--- config.mk ---
export PLATFORM = sky130hd
export DESIGN_NAME = aux_reply_classifier
export DESIGN_NICKNAME = d
export VERILOG_FILES = /design/src/rtl/aux_reply_classifier.sv
export SDC_FILE = /design/constraint.sdc
export NUM_CORES = 1
export LEC_CHECK = 0
export BUFFER_PORTS_ARGS = -buffer_cell sky130_fd_sc_hd__buf_2
export CAP_MARGIN = 20
export CORE_MARGIN = 4
export CORE_UTILIZATION = 54
export DETAILED_ROUTE_END_ITERATION = 8
export PLACE_DENSITY = 0.85
export SLEW_MARGIN = 20
export SYNTH_ARGS = -nofsm -noshare
export SYNTH_HDL_FRONTEND = slang
export SYNTH_SLANG_ARGS = --single-unit
--- constraint.sdc ---
create_clock -name clk -period 2.8 [get_ports clk]
set_input_delay 0.7 -clock clk [delete_from_list [all_inputs] [get_ports clk]]
set_output_delay 0.7 -clock clk [all_outputs]
set_load 0.01 [all_outputs]
--- src/rtl/aux_reply_classifier.sv ---
module aux_reply_classifier #(
  parameter int BUF_DEPTH  = 16,
  parameter int TMO_CYCLES = 200,
  localparam int CNT_W = $clog2(BUF_DEPTH + 1),
  localparam int AW    = $clog2(BUF_DEPTH)
) (
  input  logic             clk,
  input  logic             rst_n,
  input  logic             start,
  input  logic             done,
  input  logic             hpd_lost,
  input  logic             rx_to_state,
  input  logic             rx_to,
  input  logic             rx_bad_stop,
  input  logic             rx_no_det,
  input  logic             rx_bad_hi,
  input  logic             rx_bad_lo,
  input  logic             rx_min_viol,
  input  logic [CNT_W-1:0] reply_cnt,
  output logic [AW-1:0]    buf_addr,
  input  logic [7:0]       buf_data,
  input  logic [CNT_W-1:0] cap_bytes,
  output logic             wr_en,
  output logic [CNT_W-1:0] wr_idx,
  output logic [7:0]       wr_data,
  output logic             res_valid,
  output logic [3:0]       res_code,
  output logic [CNT_W-1:0] data_cnt
);
  localparam int TW = $clog2(TMO_CYCLES + 1);
  localparam logic [1:0] S_IDLE = 2'd0, S_WAIT = 2'd1, S_COPY = 2'd2;
  localparam logic [3:0] C_ACK = 4'd0, C_NACK = 4'd1, C_DEFER = 4'd2,
                         C_I2C_NACK = 4'd3, C_I2C_DEFER = 4'd4,
                         C_HPD = 4'd5, C_TMO = 4'd6, C_INV = 4'd7, C_OVF = 4'd8;

  logic [1:0]       st;
  logic [TW-1:0]    tmo;
  logic [CNT_W-1:0] idx, nbytes;

  logic             fin;
  logic             go_copy;
  logic [3:0]       dec_code;
  logic [CNT_W-1:0] n_data;
  logic             framing_err;
  logic             tmo_hit;
  logic             cnt_bad;

  assign framing_err = rx_bad_stop | rx_no_det | rx_bad_hi | rx_bad_lo;
  assign tmo_hit     = (tmo == TW'(TMO_CYCLES - 1));
  assign cnt_bad     = (reply_cnt == '0) || (reply_cnt > CNT_W'(BUF_DEPTH));
  assign n_data      = reply_cnt - CNT_W'(1);

  always_comb begin
    fin      = 1'b0;
    go_copy  = 1'b0;
    dec_code = C_INV;
    if (hpd_lost) begin
      fin = 1'b1; dec_code = C_HPD;
    end else if (done) begin
      fin = 1'b1;
      if (rx_to_state || rx_to)      dec_code = C_TMO;
      else if (framing_err)          dec_code = C_INV;
      else if (cnt_bad)              dec_code = C_INV;
      else begin
        unique case (buf_data[7:4])
          4'd0: begin
            if (n_data > cap_bytes)  dec_code = C_OVF;
            else if (n_data == '0)   dec_code = C_ACK;
            else begin
              fin = 1'b0; go_copy = 1'b1; dec_code = C_ACK;
            end
          end
          4'd1:    dec_code = C_NACK;
          4'd2:    dec_code = C_DEFER;
          4'd4:    dec_code = C_I2C_NACK;
          4'd8:    dec_code = C_I2C_DEFER;
          default: dec_code = C_INV;
        endcase
      end
    end else if (tmo_hit) begin
      fin = 1'b1; dec_code = C_TMO;
    end
  end

  assign buf_addr = (st == S_COPY) ? AW'(idx + CNT_W'(1)) : '0;
  assign wr_en    = (st == S_COPY);
  assign wr_idx   = idx;
  assign wr_data  = buf_data;

  always_ff @(posedge clk or negedge rst_n) begin
    if (!rst_n) begin
      st        <= S_IDLE;
      tmo       <= '0;
      idx       <= '0;
      nbytes    <= '0;
      res_valid <= 1'b0;
      res_code  <= C_ACK;
      data_cnt  <= '0;
    end else begin
      unique case (st)
        S_IDLE: if (start) begin
          st        <= S_WAIT;
          tmo       <= '0;
          res_valid <= 1'b0;
        end
        S_WAIT: begin
          if (fin) begin
            st        <= S_IDLE;
            res_valid <= 1'b1;
            res_code  <= dec_code;
            data_cnt  <= (dec_code == C_ACK) ? n_data : '0;
          end else if (go_copy) begin
            st     <= S_COPY;
            idx    <= '0;
            nbytes <= n_data;
          end else begin
            tmo <= tmo + TW'(1);
          end
        end
        S_COPY: begin
          idx <= idx + CNT_W'(1);
          if (idx == nbytes - CNT_W'(1)) begin
            st        <= S_IDLE;
            res_valid <= 1'b1;
            res_code  <= C_ACK;
            data_cnt  <= nbytes;
          end
        end
        default: st <= S_IDLE;
      endcase
    end
  end

  logic unused_ok;
  assign unused_ok = rx_min_viol ^ buf_data[3];
endmodule

==> load_flow_metrics.sql, run 1 <==
INSERT INTO impl_metrics (metric_group, metric, value, unit) VALUES
('final_layout', 'n_fill_cell', '294', ''),
('logic_synthesis', 'synth_seq_area_share', '32.9', '%'),
('timing', 'final_period_util', '99.5', '%'),
('power', 'ir_drop', '329', 'uV'),
('timing', 'setup_total_negative_slack', '0', 'ns'),
('final_layout', 'layout-area-overhead-vs-synth', '27.4', '%'),
('floorplanning', 'floorplan.rows', '23', ''),
('run_status', 'status', 'complete, no violations', ''),
('routing', 'post-route-drc-count', '0', ''),
('logic_synthesis', 'yosys-top-cells-count', 'dfrtp_1, nor2_1, inv_1, ha_1, nand2_1', ''),
('routing', 'sum_of_met2_wire_segment_lengths_after_detailed_routing', '2910', 'um'),
('critical_path', 'critical_path.endpoint_type', 'register', ''),
('critical_path', 'timing.reg2reg.worst_path_depth', '8', ''),
('critical_path', 'criticalPathCategory', 'in2reg', ''),
('run', 'max_cap_viol_count', '0', ''),
('routing', 'final_antenna_net_count', '0', ''),
('logic_synthesis', 'synth_most_common_cell', 'dfrtp_1', ''),
('logic_synthesis', 'synth_top_area_share', '32.9', '%'),
('placement', 'place.detailed.hpwl', '3870', 'um'),
('final_layout', 'layout_cell_share_with_drive_strength_beyond_1', '40.3', '%'),
('logic_synthesis', 'synth_flop_cell', 'dfrtp_1', ''),
('critical_path', 'cp_max_fo', '3', ''),
('floorplanning', 'initial_utilization', '56.3', '%'),
('power', 'power.density_cell_area', '503', 'nW/um2'),
('logic_synthesis', 'synth.net_count', '277', ''),
('grt', 'grt_max_degree', '31', ''),
('routing', 'route.met3.wl', '301', 'um'),
('logic_synthesis', 'cells_after_synth', '233', ''),
('logic_synthesis', 'post_synth.cell_area_avg', '9.80', 'um2'),
('clock_tree', 'ctsLongestPathBuffers', '2', ''),
('timing', 'max_freq', '359', 'MHz'),
('logic_synthesis', 'yosysTopAreaCell', 'dfrtp_1', ''),
('critical_path', 'worst_r2r_startpoint', 'nbytes[0]', ''),
('critical_path', 'crit_start_category', 'primary input', ''),
('grt', 'residual_overflow_from_global_routing', '0', ''),
('logic_synthesis', 'synth-seq-cells', '30', ''),
('clock_tree', 'clock_latency', '0.28', 'ns'),
('routing', 'drt_pre_antenna_iters', '4', ''),
('routing', 'wl_per_cell', '15.5', 'um'),
('clock_tree', 'clkTransAtPathRegs', '0.07', 'ns'),
('timing', 'tightestPinTransition', '0.699', 'ns'),
('routing', 'maxUsedRoutingLayer', 'met4', ''),
('grt', 'number_of_antenna_violations_at_the_first_check_in_global_routing', '0', ''),
('floorplanning', 'io_pins', '58', ''),
('logic_synthesis', 'ys_async_sr_fraction', '100', '%'),
('timing', 'timing.final.max_slew_violations', '0', ''),
('power', 'leakagePower', '1.45', 'nW'),
('logic_synthesis', 'synth.top_cells.by_area', 'dfrtp_1, mux2_4, ha_1', ''),
('floorplanning', 'die_h', '73.0', 'um'),
('routing', 'dr.first_iter.drc_count', '97', ''),
('critical_path', 'crit_path_start', 'reply_cnt[1]', ''),
('final_layout', 'count_of_antenna_diodes_in_the_layout', '0', ''),
('floorplanning', 'placeableCoreArea', '4060', 'um2'),
('routing', 'via_count', '2018', ''),
('placement', 'final_estimated_routing_congestion_in_global_placement', '0.818', ''),
('timing', 'slew-limit-headroom', '52.0', '%'),
('logic_synthesis', 'synthDistinctLibCells', '58', ''),
('floorplanning', 'design.die.area', '5330', 'um2'),
('critical_path', 'cp.required', '2.97', 'ns'),
('timing', 'final-hold-violation-count', '0', ''),
('min_path', 'worst_hold_path_type', 'in2async', ''),
('routing', 'wl_met1', '2230', 'um'),
('routing', 'detail_route.wirelength', '5550', 'um'),
('clock_tree', 'tritoncts_num_sinks', '30', ''),
('timing', 'finalSetupViolCount', '0', ''),
('clock_tree', 'cts.htree.levels', '2', ''),
('critical_path', 'arrival', '2.95', 'ns'),
('clock_tree', 'clock_tree_from_tritoncts', 'done', ''),
('grt', 'overall_global_routing_resource_usage', '21.0', '%'),
('logic_synthesis', 'edff_count_synth', '0', ''),
('final_layout', 'final_net_count', '352', ''),
('clock_tree', 'clockRootBuffer', 'clkbuf_8', ''),
('floorplanning', 'floorplan.die.width', '73.0', 'um'),
('timing', 'finalClockSkew', '0.00533', 'ns'),
('clock_tree', 'cts_buffers', '5', ''),
('logic_synthesis', 'post_synth_instance_area', '2280', 'um2'),
('grt', 'first_global_vias', '1970', ''),
('clock_tree', 'cts_hold_repair.buffers', '0', ''),
('logic_synthesis', 'yosysWarningCount', '0', ''),
('grt', 'grt_pass1_wl', '8800', 'um'),
('timing', 'period_minus_slack', '2.79', 'ns'),
('placement', 'numPortBuffers', '48', ''),
('routing', 'via_per_inst', '5.64', ''),
('final_layout', 'final_core_util', '71.7', '%');
-- worst max-delay path, stage by stage --
cell     delay, ns
buf_4         0.13
inv_4         0.07
ha_4          0.17
nand2_4       0.05
xnor2_2       0.20
ha_1          0.29
nand2_1       0.09
mux2i_1       0.27
o21a_4        0.20
o31ai_4       0.09
buf_6         0.15
buf_4         0.13
o31a_1        0.23
o22a_1        0.19
-- final cells by class --
cell class / instances / area [um2] / share of cell area, %
sequential: 30 / 751 / 25.8
inverter: 19 / 73.8 / 2.54
multi-input combinational: 174 / 1460 / 50.3
timing repair buffer: 78 / 479 / 16.5
clock buffer: 5 / 68.8 / 2.37
clock inverter: 2 / 10.0 / 0.344
tap: 50 / 62.6 / 2.15
-- cells by family after synthesis --
kind of cell | Yosys count | share of synthesized area, %
AND/OR/NAND/NOR | 80 | 20.7
flip-flops | 30 | 32.9
multiplexers | 17 | 10.1
XOR/XNOR | 17 | 6.85
adder cells (fa/ha/maj) | 14 | 7.67
AO/OA/AOI/OAI | 45 | 15.4
buffers and inverters | 30 | 6.36
-- cells in the final DEF, fill, tap and decap left out, types with 6 or more instances in the layout --
cell type	count
buf_2	47
dfrtp_1	30
buf_4	28
nor2_1	22
inv_1	17
nand2_1	13
ha_1	13
mux2_4	12
xor2_1	7
xnor2_1	7
nand3_1	6
a21oi_1	6
-- path summary, 6_finish.rpt --
check	end	slack [ns]
worst min-delay path	data_cnt[2]	0.46
worst max-delay path	res_valid	0.01
min in group clk	res_code[0]	0.51
worst min register to register	res_code[0]	0.51
worst max register to register	res_code[0]	0.36
max in group asynchronous	tmo[0]	1.89
-- what timing repair did --
action | CTS | global route
gates resized for setup | 3 | 14
pin swaps | 0 | 12
endpoints found under the setup margin | 6 | 20
buffers inserted | 0 | 6
cloned | 1 | 1
-- registers in the layout, indices dropped and copies added (netlist names) --
name       cells
tmo            8
data_cnt       5
nbytes         5
wr_idx         5
res_code       4
st             2
res_valid      1
-- metrics by stage --
stage | area (um2) | total power, mW | hold WS [ns] | instances | setup WS [ns]
floorplan | 2290 | 0.889 | 0.404 | 233 | 0.00784
detailed placement | 2690 | 1.06 | 0.494 | 343 | -0.331
global route | 2910 | 1.55 | 0.514 | 358 | -0.0987
global placement | 2690 | 1.04 | 0.493 | 343 | -0.253
finish | 2910 | 1.46 | 0.457 | 358 | 0.0145
CTS | 2800 | 1.41 | 0.473 | 351 | 0.0158
-- routing by layer --
metal	vias to the layer above	track usage, %
met5	-	0
met3	9	5.10
met4	0	6.56
met2	63	37.9
met1	975	24.0
li1	971	-
-- power breakdown --
group / switching, mW / internal (mW) / total [mW]
combinational: 0.327 / 0.285 / 0.612
sequential: 0.0379 / 0.481 / 0.519
clock: 0.165 / 0.166 / 0.332
(Power assumes the default switching activity.)
==> inputs of run 2 (changes only) <==
- CORE_ASPECT_RATIO: unset -> 1.25
- SETUP_SLACK_MARGIN: unset -> 0.4
==> run 2 against run 1 <==
The run now ends with setup timing left. Register-to-register slack lost 0.03 ns. Non-clock buffer count shrank 1. Hold slack lost 0.0038 ns. Critical endpoint is now nbytes[0]. Clock power grew 13%.
==> load_flow_metrics.sql, run 2 (synthesis results as in run 1) <==
INSERT INTO impl_metrics (metric_group, metric, value, unit) VALUES
('critical_path', 'criticalPathCategory', 'in2reg', ''),
('clock_tree', 'clock_tree_from_tritoncts', 'done', ''),
('timing', 'setup_repair_after_global_routing_missed_its_margin', 'true', ''),
('timing', 'tightestPinTransition', '0.684', 'ns'),
('floorplanning', 'initial_utilization', '55.7', '%'),
('clock_tree', 'clockRootBuffer', 'clkbuf_8', ''),
('final_layout', 'final_core_util', '75.7', '%'),
('timing', 'max_freq', '354', 'MHz'),
('timing', 'hold-worst-slack', '0.453', 'ns'),
('final_layout', 'layout_cell_share_with_drive_strength_beyond_1', '44.8', '%'),
('grt', 'first_global_vias', '2188', ''),
('timing', 'finalClockSkew', '0.00887', 'ns'),
('floorplanning', 'design.die.area', '5340', 'um2'),
('grt', 'number_of_antenna_violations_at_the_first_check_in_global_routing', '0', ''),
('routing', 'detail_route.wirelength', '6510', 'um'),
('critical_path', 'cpLargestDelayFamily', 'buffers and inverters', ''),
('timing', 'final-hold-violation-count', '0', ''),
('clock_tree', 'ctsLongestPathBuffers', '2', ''),
('routing', 'via_per_inst', '5.78', ''),
('floorplanning', 'floorplan.die.width', '66.2', 'um'),
('critical_path', 'cpMaxStageDelayCell', 'nor4_4', ''),
('final_layout', 'footprint_of_the_multi_input_gates', '1570', 'um2'),
('floorplanning', 'die_h', '80.7', 'um'),
('placement', 'place.detailed.hpwl', '4070', 'um'),
('final_layout', 'largest_reg_flops', '8', ''),
('grt', 'grt_pass1_wl', '10100', 'um'),
('floorplanning', 'placeableCoreArea', '4100', 'um2'),
('final_layout', 'registers.top_by_ff_count', 'tmo', ''),
('grt', 'overall_global_routing_resource_usage', '25.0', '%'),
('timing', 'slew-limit-headroom', '53.1', '%'),
('placement', 'pre_cts_setup_slack', '-0.305', 'ns'),
('final_layout', 'count_of_antenna_diodes_in_the_layout', '0', ''),
('clock_tree', 'clock_latency', '0.29', 'ns'),
('final_layout', 'post_layout_nonfiller_instances', '364', ''),
('routing', 'post-route-drc-count', '0', ''),
('placement', 'final_estimated_routing_congestion_in_global_placement', '0.807', ''),
('timing', 'postLayoutSetupSlackWorst', '-0.0251', 'ns'),
('final_layout', 'flip_flop_and_latch_area', '751', 'um2'),
('placement', 'placed_instances', '347', ''),
('power', 'power.density_cell_area', '505', 'nW/um2'),
('critical_path', 'timing.critical_path.cells', 'buf_12, inv_16, ha_4, nand2_4, xnor2_4, ha_4, a21oi_4, nand2b_1, o21a_4, buf_6, buf_6, nor4_4, buf_2, nand2_1, o21ai_1', ''),
('routing', 'wl_per_cell', '17.9', 'um'),
('min_path', 'worst_hold_path_type', 'in2async', ''),
('grt', 'grt_max_degree', '31', ''),
('critical_path', 'critical_path.endpoint_type', 'register', ''),
('timing', 'timing.final.max_slew_violations', '0', ''),
('run_status', 'violations', 'setup timing', ''),
('final_layout', 'final_net_count', '351', ''),
('critical_path', 'cp_max_fo', '5', ''),
('timing', 'finalSetupViolCount', '1', ''),
('critical_path', 'crit_start_category', 'primary input', ''),
('clock_tree', 'cts_hold_repair.buffers', '0', ''),
('critical_path', 'critical_path_buf_inv_count', '5', ''),
('routing', 'final_antenna_net_count', '0', ''),
('timing', 'final_period_util', '101', '%'),
('power', 'ir_drop', '311', 'uV'),
('critical_path', 'timing.reg2reg.worst_path_depth', '8', ''),
('floorplanning', 'floorplan.rows', '26', ''),
('final_layout', 'n_fill_cell', '290', ''),
('critical_path', 'max_stage_delay', '0.27', 'ns'),
('floorplanning', 'io_pins', '58', ''),
('final_layout', 'layout-area-overhead-vs-synth', '35.9', '%'),
('critical_path', 'arrival', '3.04', 'ns'),
('critical_path', 'worst_r2r_startpoint', 'nbytes[0]', ''),
('timing', 'period_minus_slack', '2.83', 'ns'),
('clock_tree', 'cts_buffers', '5', ''),
('placement', 'numPortBuffers', '48', ''),
('routing', 'via_count', '2104', ''),
('run', 'max_cap_viol_count', '0', ''),
('clock_tree', 'tritoncts_num_sinks', '30', ''),
('routing', 'drt_pre_antenna_iters', '4', ''),
('critical_path', 'rr_endpoint', 'data_cnt[4]', ''),
('clock_tree', 'clkTransAtPathRegs', '0.07', 'ns'),
('run_status', 'status', 'complete, but fails checks', ''),
('critical_path', 'reg2reg_slack', '0.33', 'ns'),
('clock_tree', 'cts.htree.levels', '2', ''),
('power', 'leakagePower', '1.48', 'nW'),
('critical_path', 'cp.required', '3.01', 'ns'),
('final_layout', 'final_cell_mix', 'buf_2, dfrtp_1, buf_4', ''),
('grt', 'residual_overflow_from_global_routing', '0', ''),
('final_layout', 'commonest_non_fill_non_tap_cell_in_the_layout', 'buf_2', ''),
('routing', 'dr.first_iter.drc_count', '145', '');
[run 2: cell types whose count changed in the layout (fill, tap and decap cells not counted), moves of 2 or more]
cell	change
inv_1	-2
ha_1	-3
buf_12	+3
a21oi_1	-2
buf_6	+3
nor2_1	-3
buf_4	-6
nor2_2	+3
ha_4	+3
[run 2: layout make-up]
cell class | instances | share of cell area [%]
multi-input cells | 174 | 50.5
flip-flops and latches | 30 | 24.2
repair buffers | 77 | 16.7
inverters | 19 | 3.43
clock buffers | 7 | 2.78
well taps | 56 | 2.26
clock inverters | 1 | 0.161
[run 2: timing repair]
item / in CTS / in global routing
pin swaps: 13 / 13
resized for setup: 19 / 23
setup buffers: 5 / 2
cloned: 2 / 0
endpoints found under the setup margin: 23 / 22
[run 2: per-stage QoR]
stage	total power [mW]	TNS, ns	cell area [um2]
after floorplan	0.894	0	2340
after global placement	1.05	-2.95	2730
after detailed placement	1.07	-4.63	2730
after CTS	1.50	0	2960
after global routing	1.64	-0.222	3100
final	1.57	-0.0251	3100
[run 2: worst max-delay path by stage]
stage | startpoint | to | cells past startpoint
6_report | reply_cnt[1] | nbytes[0] | 15
5_1_grt | reply_cnt[1] | nbytes[0] | 15
4_1_cts | reply_cnt[0] | data_cnt[1] | 13
3_5_place_dp | reply_cnt[1] | data_cnt[0] | 12
3_3_place_gp | reply_cnt[1] | wr_idx[0] | 11
2_1_floorplan | reply_cnt[1] | data_cnt[0] | 11
[run 2: metal layers]
layer | share of wire, % | track usage, %
met1 | 39 | 29.8
met5 | 0 | 0
met3 | 5.7 | 5.59
met2 | 51 | 41.7
met4 | 4.6 | 12.8
[run 2: power breakdown]
part | switching (mW) | internal [mW]
clock | 0.178 | 0.198
combinational | 0.362 | 0.311
sequential | 0.0368 | 0.481
total | 0.577 | 0.991
==> inputs of run 3 (changes only) <==
- BUFFER_PORTS_ARGS: -buffer_cell sky130_fd_sc_hd__buf_2 -> unset
- CORE_UTILIZATION: 54 -> 64
- DONT_BUFFER_PORTS: unset -> 1
- PLACE_DENSITY: 0.85 -> 0.84
==> run 3 against run 2 <==
The flow now finishes without violations. Register-to-register slack improved by 0.15 ns. Critical path depth decreased by 3. Clock power decreased by 4%. Combinational power decreased by 18%. First-iteration DRC count decreased by 40%. Final area decreased by 13%. Cell count decreased by 22%. Clock skew decreased by 0.0011 ns. Via count decreased by 16%. Routed wire length decreased by 17%. Setup slack improved by 0.23 ns. Non-clock buffer count decreased by 64.
==> load_flow_metrics.sql, run 3 (synthesis results as in run 1) <==
INSERT INTO impl_metrics (metric_group, metric, value, unit) VALUES
('critical_path', 'reg2reg_slack', '0.48', 'ns'),
('final_layout', 'layout-area-overhead-vs-synth', '18.1', '%'),
('grt', 'residual_overflow_from_global_routing', '0', ''),
('final_layout', 'count_of_antenna_diodes_in_the_layout', '0', ''),
('timing', 'postLayoutSetupSlackWorst', '0.202', 'ns'),
('power', 'p_total', '1.45', 'mW'),
('floorplanning', 'die_h', '74.8', 'um'),
('clock_tree', 'cts_hold_repair.buffers', '0', ''),
('critical_path', 'worst_r2r_startpoint', 'nbytes[0]', ''),
('timing', 'final_period_util', '92.8', '%'),
('final_layout', 'final_instance_area', '2700', 'um2'),
('floorplanning', 'placeableCoreArea', '3450', 'um2'),
('floorplanning', 'initial_utilization', '66.1', '%'),
('routing', 'wl_per_cell', '19.1', 'um'),
('final_layout', 'n_fill_cell', '203', ''),
('final_layout', 'registers.top_by_ff_count', 'tmo', ''),
('timing', 'tightestPinTransition', '0.460', 'ns'),
('min_path', 'worst_hold_path_type', 'in2async', ''),
('timing', 'slew-limit-headroom', '68.7', '%'),
('timing', 'setup_total_negative_slack', '0', 'ns'),
('timing', 'timing.final.max_slew_violations', '0', ''),
('routing', 'final_antenna_net_count', '0', ''),
('routing', 'dr.first_iter.drc_count', '87', ''),
('grt', 'number_of_antenna_violations_at_the_first_check_in_global_routing', '0', ''),
('final_layout', 'footprint_of_the_multi_input_gates', '1580', 'um2'),
('floorplanning', 'io_pins', '58', ''),
('clock_tree', 'tritoncts_num_sinks', '30', ''),
('critical_path', 'cp.required', '2.96', 'ns'),
('timing', 'final-hold-violation-count', '0', ''),
('placement', 'pre_cts_setup_slack', '-0.0264', 'ns'),
('routing', 'via_per_inst', '6.24', ''),
('placement', 'final_estimated_routing_congestion_in_global_placement', '0.823', ''),
('timing', 'finalClockSkew', '0.00773', 'ns'),
('power', 'leakagePower', '1.19', 'nW'),
('clock_tree', 'clkTransAtPathRegs', '0.07', 'ns'),
('clock_tree', 'cts.htree.levels', '2', ''),
('critical_path', 'critical_path.endpoint_type', 'register', ''),
('placement', 'postPlaceCellArea', '2350', 'um2'),
('final_layout', 'commonest_non_fill_non_tap_cell_in_the_layout', 'dfrtp_1', ''),
('grt', 'first_global_vias', '1718', ''),
('critical_path', 'criticalPathCategory', 'in2reg', ''),
('critical_path', 'crit_start_category', 'primary input', ''),
('critical_path', 'crit_path_start', 'reply_cnt[1]', ''),
('routing', 'post-route-drc-count', '0', ''),
('final_layout', 'largest_reg_flops', '8', ''),
('floorplanning', 'floorplan.rows', '24', ''),
('routing', 'detail_route.wirelength', '5390', 'um'),
('floorplanning', 'floorplan.die.width', '61.4', 'um'),
('clock_tree', 'ctsLongestPathBuffers', '2', ''),
('routing', 'drt_pre_antenna_iters', '4', ''),
('critical_path', 'cp_max_fo', '4', ''),
('final_layout', 'final_core_util', '78.1', '%'),
('placement', 'place.detailed.hpwl', '3430', 'um'),
('run', 'max_cap_viol_count', '0', ''),
('placement', 'numPortBuffers', '0', ''),
('clock_tree', 'cts_buffers', '5', ''),
('final_layout', 'post_layout_nonfiller_instances', '283', ''),
('clock_tree', 'clock_latency', '0.28', 'ns'),
('timing', 'max_freq', '385', 'MHz'),
('timing', 'hold-worst-slack', '0.107', 'ns'),
('final_layout', 'flip_flop_and_latch_area', '751', 'um2'),
('final_layout', 'final_net_count', '287', ''),
('clock_tree', 'clock_tree_from_tritoncts', 'done', ''),
('grt', 'overall_global_routing_resource_usage', '21.5', '%'),
('run_status', 'status', 'complete, no violations', ''),
('grt', 'grt_pass1_wl', '7420', 'um'),
('critical_path', 'arrival', '2.76', 'ns'),
('timing', 'setup_repair_after_global_routing_missed_its_margin', 'true', ''),
('power', 'ir_drop', '435', 'uV'),
('final_layout', 'layout_cell_share_with_drive_strength_beyond_1', '28.7', '%'),
('final_layout', 'final_cell_mix', 'dfrtp_1, nor2_1, inv_1', ''),
('timing', 'period_minus_slack', '2.60', 'ns'),
('routing', 'via_count', '1766', ''),
('power', 'power.density_cell_area', '536', 'nW/um2'),
('clock_tree', 'clockRootBuffer', 'clkbuf_8', ''),
('grt', 'grt_max_degree', '31', ''),
('placement', 'placed_instances', '267', ''),
('timing', 'finalSetupViolCount', '0', ''),
('floorplanning', 'design.die.area', '4590', 'um2');
-- run 3: cell types whose count changed in the layout (fill, tap and decap cells not counted), sizes merged --
cell	previous run	this run
buf	77	13
clkinv	2	3
clkinvlp	1	0
-- run 3: repair_timing --
action | 4_1_cts | 5_1_grt
buffers inserted | 3 | 4
cloned | 0 | 1
hold endpoints to repair | 0 | 0
pin swaps | 7 | 10
setup endpoints to repair | 17 | 21
gates resized for setup | 6 | 23
-- run 3: report_power, final --
part | total [mW] | leakage (nW) | internal [mW] | switching (mW)
Clock | 0.362 | 0.0482 | 0.198 | 0.164
Combinational | 0.550 | 0.748 | 0.262 | 0.287
Sequential | 0.534 | 0.390 | 0.482 | 0.0520
-- run 3: worst paths after layout --
check / to / cells after the start
min reg2reg: tmo[7] / 2
min in group clk: tmo[7] / 2
max: res_code[2] / 12
max reg2reg: res_code[2] / 8
min: data_cnt[2] / 0
max in group asynchronous: res_code[3] / 0
-- run 3: cell type report --
type	instances	area share [%]
Inverter	19	4.59
Timing Repair Buffer	13	3.90
Multi-Input combinational cell	174	58.5
Sequential cell	30	27.8
Clock buffer	7	3.20
Clock inverter	1	0.186
Tap cell	39	1.81
-- run 3: metal layers --
metal / vias to the layer above / GRT usage, % / wire length (um)
li1: 833 / - / -
met5: - / 0 / 0
met3: 12 / 6.00 / 288
met4: 0 / 5.90 / 121
met1: 862 / 24.7 / 2040
met2: 59 / 38.4 / 2940
-- run 3: critical path: stages --
cell and delay, ns:
clkinv_16 0.03, ha_4 0.18, nand2_4 0.08, xnor2_4 0.18, ha_4 0.24, a21oi_4 0.18, nand2b_1 0.12, o21a_4 0.24
o31ai_4 0.27, buf_4 0.16, nor2_4 0.05, mux2_4 0.32
